`config.mk`:
```
export PLATFORM = sky130hd
export DESIGN_NAME = ibt_builder
export DESIGN_NICKNAME = d
export VERILOG_FILES = /design/src/rtl/ibt_pkg.sv /design/src/rtl/ibt_walker.sv /design/src/rtl/ibt_bitmap.sv /design/src/rtl/ibt_tally.sv /design/src/rtl/ibt_builder.sv
export SDC_FILE = /design/constraint.sdc
export NUM_CORES = 2
export LEC_CHECK = 0
export CAP_MARGIN = 20
export CORE_MARGIN = 10
export CORE_UTILIZATION = 50
export DETAILED_ROUTE_END_ITERATION = 16
export PLACE_DENSITY = 0.66
export SYNTH_ARGS = -nofsm -noshare
export SYNTH_HDL_FRONTEND = slang
export SYNTH_HIERARCHICAL = 1
export SYNTH_SLANG_ARGS = --single-unit
```
`constraint.sdc`:
```
create_clock -name clk -period 8.5 [get_ports clk]
set_input_delay 1.7 -clock clk [delete_from_list [all_inputs] [get_ports clk]]
set_output_delay 1.7 -clock clk [all_outputs]
set_load 0.01 [all_outputs]
```
`src/rtl/ibt_pkg.sv`:
```
// Shared constants and types for the invalid block table builder.
// Assumes a spare-area read command that positions the column inside the spare bytes.
package ibt_pkg;
    localparam logic [7:0] CMD_SPARE_READ = 8'h50;
    localparam logic [7:0] ERASED_BYTE    = 8'hFF;

    typedef enum logic [1:0] {
        W_IDLE,
        W_REQ,
        W_WAIT,
        W_DONE
    } walk_state_t;
endpackage

```
`src/rtl/ibt_walker.sv`:
```
// Walks every block and page pair, issuing one marker read at a time.
// Assumes the sequencer answers each accepted request with exactly one response.
module ibt_walker
    import ibt_pkg::*;
#(
    parameter int NUM_BLOCKS      = 1024,
    parameter int PAGES_PER_BLOCK = 16,
    parameter int SCAN_PAGES      = 2
) (
    input  logic                                           clk,
    input  logic                                           rst_n,
    input  logic                                           start,
    input  logic                                           req_ready,
    input  logic                                           rsp_valid,
    input  logic [7:0]                                     rsp_data,
    output logic                                           req_valid,
    output logic [$clog2(NUM_BLOCKS)+$clog2(PAGES_PER_BLOCK)-1:0] req_row,
    output logic                                           busy,
    output logic                                           done,
    output logic                                           clear,
    output logic                                           mark_valid,
    output logic [$clog2(NUM_BLOCKS)-1:0]                  mark_blk,
    output logic                                           mark_bad
);
    localparam int BLK_W = $clog2(NUM_BLOCKS);
    localparam int PG_W  = $clog2(PAGES_PER_BLOCK);
    localparam int SP_W  = (SCAN_PAGES > 1) ? $clog2(SCAN_PAGES) : 1;
    localparam logic [BLK_W-1:0] LAST_BLK = BLK_W'(NUM_BLOCKS - 1);
    localparam logic [SP_W-1:0]  LAST_PG  = SP_W'(SCAN_PAGES - 1);

    walk_state_t       state;
    logic [BLK_W-1:0]  blk;
    logic [SP_W-1:0]   page;
    logic              bad_acc;
    logic              page_bad;
    logic              rsp_take;
    logic              last_page;
    logic [PG_W-1:0]   pg_field;

    // Decode the current step: start acceptance, response take and marker verdict.
    always_comb begin
        clear      = start && (state == W_IDLE || state == W_DONE);
        rsp_take   = (state == W_WAIT) && rsp_valid;
        page_bad   = (rsp_data != ERASED_BYTE);
        last_page  = (page == LAST_PG);
        mark_valid = rsp_take && last_page;
        mark_bad   = bad_acc || page_bad;
        mark_blk   = blk;
        pg_field   = PG_W'(page);
        req_row    = {blk, pg_field};
        req_valid  = (state == W_REQ);
        busy       = (state == W_REQ) || (state == W_WAIT);
        done       = (state == W_DONE);
    end

    // Sequence the walk: request, wait for the byte, advance page then block.
    always_ff @(posedge clk) begin
        if (!rst_n) begin
            state   <= W_IDLE;
            blk     <= '0;
            page    <= '0;
            bad_acc <= 1'b0;
        end else begin
            case (state)
                W_IDLE, W_DONE: begin
                    if (clear) begin
                        state   <= W_REQ;
                        blk     <= '0;
                        page    <= '0;
                        bad_acc <= 1'b0;
                    end
                end
                W_REQ: begin
                    if (req_ready) state <= W_WAIT;
                end
                W_WAIT: begin
                    if (rsp_take) begin
                        if (last_page) begin
                            bad_acc <= 1'b0;
                            page    <= '0;
                            if (blk == LAST_BLK) begin
                                state <= W_DONE;
                            end else begin
                                blk   <= blk + 1'b1;
                                state <= W_REQ;
                            end
                        end else begin
                            bad_acc <= mark_bad;
                            page    <= page + 1'b1;
                            state   <= W_REQ;
                        end
                    end
                end
                default: state <= W_IDLE;
            endcase
        end
    end
endmodule

```
`src/rtl/ibt_bitmap.sv`:
```
// One flop per block holding the bad verdict, with a registered lookup port.
// Assumes clear and mark never coincide (the walker keeps them apart).
module ibt_bitmap #(
    parameter int NUM_BLOCKS = 1024
) (
    input  logic                          clk,
    input  logic                          rst_n,
    input  logic                          clear,
    input  logic                          mark_valid,
    input  logic [$clog2(NUM_BLOCKS)-1:0] mark_blk,
    input  logic                          mark_bad,
    input  logic                          qry_en,
    input  logic [$clog2(NUM_BLOCKS)-1:0] qry_blk,
    output logic                          qry_bad
);
    localparam int BLK_W = $clog2(NUM_BLOCKS);

    logic [NUM_BLOCKS-1:0] map_q;

    for (genvar g = 0; g < NUM_BLOCKS; g++) begin : g_entry
        // Set this block's bit on a bad verdict, drop it when a scan starts.
        always_ff @(posedge clk) begin
            if (!rst_n || clear) map_q[g] <= 1'b0;
            else if (mark_valid && mark_bad && mark_blk == BLK_W'(g)) map_q[g] <= 1'b1;
        end
    end

    // Register the looked-up bit; hold it between strobes.
    always_ff @(posedge clk) begin
        if (!rst_n) qry_bad <= 1'b0;
        else if (qry_en) qry_bad <= (int'(qry_blk) < NUM_BLOCKS) ? map_q[qry_blk] : 1'b0;
    end
endmodule

```
`src/rtl/ibt_tally.sv`:
```
// Counts bad blocks and flags an implausible result.
// Assumes at most one verdict per cycle.
module ibt_tally #(
    parameter int NUM_BLOCKS    = 1024,
    parameter int ANOMALY_LIMIT = 10
) (
    input  logic                            clk,
    input  logic                            rst_n,
    input  logic                            clear,
    input  logic                            mark_valid,
    input  logic [$clog2(NUM_BLOCKS)-1:0]   mark_blk,
    input  logic                            mark_bad,
    output logic [$clog2(NUM_BLOCKS+1)-1:0] bad_count,
    output logic                            suspect
);
    localparam int CNT_W = $clog2(NUM_BLOCKS + 1);

    logic first_bad;

    // Count bad verdicts and note whether block 0 was among them.
    always_ff @(posedge clk) begin
        if (!rst_n || clear) begin
            bad_count <= '0;
            first_bad <= 1'b0;
        end else if (mark_valid && mark_bad) begin
            bad_count <= bad_count + 1'b1;
            if (mark_blk == '0) first_bad <= 1'b1;
        end
    end

    // Flag when the count passes the limit or block 0 is bad.
    always_comb suspect = (bad_count > CNT_W'(ANOMALY_LIMIT)) || first_bad;
endmodule

```
`src/rtl/ibt_builder.sv`:
```
// Top level: scan engine building the bad block table and count.
// Assumes the sequencer turns each request into a spare-area read of one byte.
module ibt_builder
    import ibt_pkg::*;
#(
    parameter int NUM_BLOCKS      = 1024,
    parameter int PAGES_PER_BLOCK = 16,
    parameter int SCAN_PAGES      = 2,
    parameter int SPARE_BASE      = 512,
    parameter int MARKER_COL      = 517,
    parameter int ANOMALY_LIMIT   = 10
) (
    input  logic                                                  clk,
    input  logic                                                  rst_n,
    input  logic                                                  scan_start,
    output logic                                                  seq_req_valid,
    input  logic                                                  seq_req_ready,
    output logic [7:0]                                            seq_req_cmd,
    output logic [7:0]                                            seq_req_col,
    output logic [$clog2(NUM_BLOCKS)+$clog2(PAGES_PER_BLOCK)-1:0] seq_req_row,
    input  logic                                                  seq_rsp_valid,
    input  logic [7:0]                                            seq_rsp_data,
    output logic                                                  scan_busy,
    output logic                                                  scan_done,
    output logic                                                  scan_anomaly,
    output logic [$clog2(NUM_BLOCKS+1)-1:0]                       bad_count,
    input  logic                                                  qry_en,
    input  logic [$clog2(NUM_BLOCKS)-1:0]                         qry_blk,
    output logic                                                  qry_bad
);
    localparam int BLK_W = $clog2(NUM_BLOCKS);
    localparam int COL_OFS = MARKER_COL - SPARE_BASE;

    logic             clear;
    logic             mark_valid;
    logic [BLK_W-1:0] mark_blk;
    logic             mark_bad;
    logic             suspect;

    ibt_walker #(
        .NUM_BLOCKS(NUM_BLOCKS), .PAGES_PER_BLOCK(PAGES_PER_BLOCK), .SCAN_PAGES(SCAN_PAGES)
    ) u_walk (
        .clk(clk), .rst_n(rst_n), .start(scan_start), .req_ready(seq_req_ready),
        .rsp_valid(seq_rsp_valid), .rsp_data(seq_rsp_data), .req_valid(seq_req_valid),
        .req_row(seq_req_row), .busy(scan_busy), .done(scan_done), .clear(clear),
        .mark_valid(mark_valid), .mark_blk(mark_blk), .mark_bad(mark_bad)
    );

    ibt_bitmap #(.NUM_BLOCKS(NUM_BLOCKS)) u_map (
        .clk(clk), .rst_n(rst_n), .clear(clear), .mark_valid(mark_valid),
        .mark_blk(mark_blk), .mark_bad(mark_bad), .qry_en(qry_en),
        .qry_blk(qry_blk), .qry_bad(qry_bad)
    );

    ibt_tally #(.NUM_BLOCKS(NUM_BLOCKS), .ANOMALY_LIMIT(ANOMALY_LIMIT)) u_tally (
        .clk(clk), .rst_n(rst_n), .clear(clear), .mark_valid(mark_valid),
        .mark_blk(mark_blk), .mark_bad(mark_bad), .bad_count(bad_count), .suspect(suspect)
    );

    // Fixed command and column bytes, and the anomaly gated by completion.
    always_comb begin
        seq_req_cmd  = CMD_SPARE_READ;
        seq_req_col  = 8'(COL_OFS);
        scan_anomaly = scan_done && suspect;
    end
endmodule

```
==> flow_metrics.env <==
export IMPL_worst_path_buf_inv=2
export IMPL_crit_path_start_kind="input pin"
export IMPL_clk_latency_ns=0.69
export IMPL_core_area_um2=83600
export IMPL_end_kind="register"
export IMPL_clock_sinks=1051
export IMPL_cts_buffers=107
export IMPL_drc=0
export IMPL_holdPathEnd="u_map/map_q[638]"
export IMPL_die_h_um=310
export IMPL_final_hold_violation_count=0
export IMPL_layout_commonest_cell="nor2_1"
export IMPL_antenna_left=0
export IMPL_fp_dieW_um=310
export IMPL_synth_avg_cell_area_um2=9.12
export IMPL_worstSetupPathType="input pin to register"
export IMPL_dr_pass1_iters=7
export IMPL_rsz0062_at_grt="no"
export IMPL_crit_family="compound AO/OA/AOI/OAI gates"
export IMPL_path_cells="buf_8 -> buf_4 -> mux4_2 -> a22o_1 -> a221oi_1 -> o22ai_1 -> a211oi_1 -> nor3_1 -> a311oi_1 -> o32ai_1"
export IMPL_synth_edf_count=0
export IMPL_r2r_start="u_walk/state[1]"
export IMPL_grt_max_degree=238
export IMPL_max_slew_margin_rel_pct=11.7
export IMPL_finalCritPeriodShare_pct=57.1
export IMPL_syn_cell_area_um2=42000
export IMPL_place_congestion=0.853
export IMPL_mostFrequentLayoutCells="nor2_1 (1314), a21oi_1 (1069), dfxtp_1 (1051)"
export IMPL_whs_path_depth=2
export IMPL_drive_above_1_share_pct=10.5
export IMPL_wl_um=127000
export IMPL_slowest_delay_ns=0.58
export IMPL_cellPowerDensity_nw_per_um2=224
export IMPL_yosysUniqueCellTypes=64
export IMPL_r2r_slack_ns=4.76
export IMPL_hold_ws_ns=0.460
export IMPL_synth_cells=4611
export IMPL_portBuffers=50
export IMPL_num_io_pins=70
export IMPL_grt_pass1_vias=32145
export IMPL_hp_class="register to register"
export IMPL_path_clk_slew_ns=0.06
export IMPL_htree_levels=3
export IMPL_min_from="u_map/map_q[638]"
export IMPL_skew_ns=0.0269
export IMPL_ys_ff_latch=1051
export IMPL_cts_tree="yes"
export IMPL_synth_area_leader_cell="dfxtp_1"
export IMPL_fmax_mhz=206
export IMPL_fin_cells=5614
export IMPL_ys_flop_type="dfxtp_1"
export IMPL_cts_hold_buf=0
export IMPL_post_place_cells=5415
export IMPL_r2r_end="u_map/map_q[92]"
export IMPL_fin_area_um2=46400
export IMPL_leakage_uw=0.0158
export IMPL_fin_crit_ns=4.86
export IMPL_ys_seq_area_share_pct=50.1
export IMPL_vias=34448
export IMPL_r2r_worst_path_cells=8
export IMPL_maxCapViolations=0
export IMPL_worstPathArrival_ns=5.39
export IMPL_gr_usage_all_layers_pct=25.9
export IMPL_syn_to_final_growth_pct=10.3
export IMPL_fin_nets=4475
export IMPL_wl_per_cell_um=22.7
export IMPL_antenna_found_initial=2
export IMPL_tightest_slew_ns=1.32
export IMPL_die_area_um2=96100
export IMPL_tns_ns=0
export IMPL_rows=106
export IMPL_status="finished clean"
export IMPL_synth_area_leaders="dfxtp_1 (50%), a21oi_1 (13%), nor2_1 (12%), mux4_2 (11%), mux2i_1 (2.5%)"
export IMPL_irDropWorstVdd_uv=186
export IMPL_start_util_pct=50.3
export IMPL_cp_max_fo=61
export IMPL_clockRootBuffer="clkbuf_16"
export IMPL_finalSetupViolCount=0
export IMPL_synth_warnings=6
export IMPL_ctsResizeCount=0
export IMPL_ys_async_sr_fraction_pct=0
export IMPL_placed_area_um2=42600
export IMPL_post_cts_buffers=0
export IMPL_grt_pass1_wl_um=196000
export IMPL_avgViaCountPerCell=6.14
export IMPL_slowest_stage="mux4_2"
export IMPL_cts_max_path_buffers=3
export IMPL_drt_iter0_drc=4078
export IMPL_drv_slew=0
export IMPL_dpl_hpwl_um=76100
export IMPL_grt_overflow_total=0
export IMPL_post_route_util_pct=55.5
export IMPL_netlist_area_leader_share_pct=50.1
export IMPL_required_ns=9.04
## area by class of cell
type	count	area (um^2)
antenna	1	2.50
clock buffer	155	3210
clock inverter	42	508
fill	7476	37200
inverter	18	67.6
multi-input combinational	3167	19100
sequential	1051	21000
tap	1080	1350
timing repair buffer	100	1040
## state kept, by name, indices dropped and copies added (netlist names)
signal	flops
u_map/map_q	1024
u_map/qry_bad	1
u_tally/bad_count	11
u_tally/first_bad	1
u_walk/bad_acc	1
u_walk/last_page	1
u_walk/mark_blk	10
u_walk/state	2
## metrics by stage
step | total power (uW) | setup WS (ns)
floorplan | 5420 | 4.66
global placement | 5560 | 3.03
detailed placement | 5560 | 3.03
CTS | 10400 | 3.75
global route | 10700 | 3.45
finish | 10400 | 3.64
## worst register-to-register path, delay by kind of cell, from the launching register on
kind | cells | cell delay (ns)
buffers and inverters | 2 | 1.77
AOI/OAI and AO/OA | 1 | 0.21
adders and majority gates | 1 | 0.38
and+or+nand+nor | 4 | 0.95
DFF | 1 | 0.39
## worst max path at each step
stage / startpoint / end / slack, ns / cells after the start
finish: qry_blk[0] / u_map/qry_bad / 3.64 / 10
global route: qry_blk[0] / u_map/qry_bad / 3.45 / 10
CTS: qry_blk[0] / u_map/qry_bad / 3.75 / 10
detailed placement: qry_blk[0] / u_map/qry_bad / 3.03 / 10
global placement: qry_blk[0] / u_map/qry_bad / 3.03 / 10
floorplan: qry_blk[0] / u_map/qry_bad / 4.66 / 12
## cell usage after synthesis (all sizes together) (3+ instances only)
library cell,number
nor2,1315
a21oi,1069
dfxtp,1051
clkbuf,279
mux4,204
buf,112
mux2i,106
nand2,71
nand3,38
o221ai,36
a22oi,28
o21ai,26
nor2b,24
a221oi,22
o22ai,19
inv,16
nand4,15
or4,14
a22o,13
mux2,13
nor3,12
nor4,11
o211ai,11
o31ai,11
a211oi,10
and3,9
o32ai,9
or3,9
a31oi,8
and2,7
ha,6
nand2b,6
nor3b,4
a2111oi,3
and4,3
conb,3
## where the power goes
group          switching [uW]  internal [uW]  total (uW)  leakage, uW
clock                    1990           2930        4910      0.00186
combinational             407            122         530      0.00552
sequential               5.97           4930        4930      0.00846
total                    2400           7980       10400       0.0158
## cell families after synthesis
kind of cell    synth area share (%)
compound gates                  16.5
xor+xnor                      0.0417
fa+ha+maj                      0.179
buf+inv                         4.70
flops                           50.1
mux                             13.8
other cells                   0.0268
simple gates                    14.7
## layer usage
metal | global-route usage, % | share of wire (%) | vias to the layer above
met5 | 0 | 0 | -
met4 | 9.07 | 3.4 | 0
met3 | 5.06 | 9.8 | 270
met2 | 40.3 | 45 | 1566
met1 | 35.7 | 42 | 16834
li1 | - | - | 15778
(Power assumes the default switching activity.)
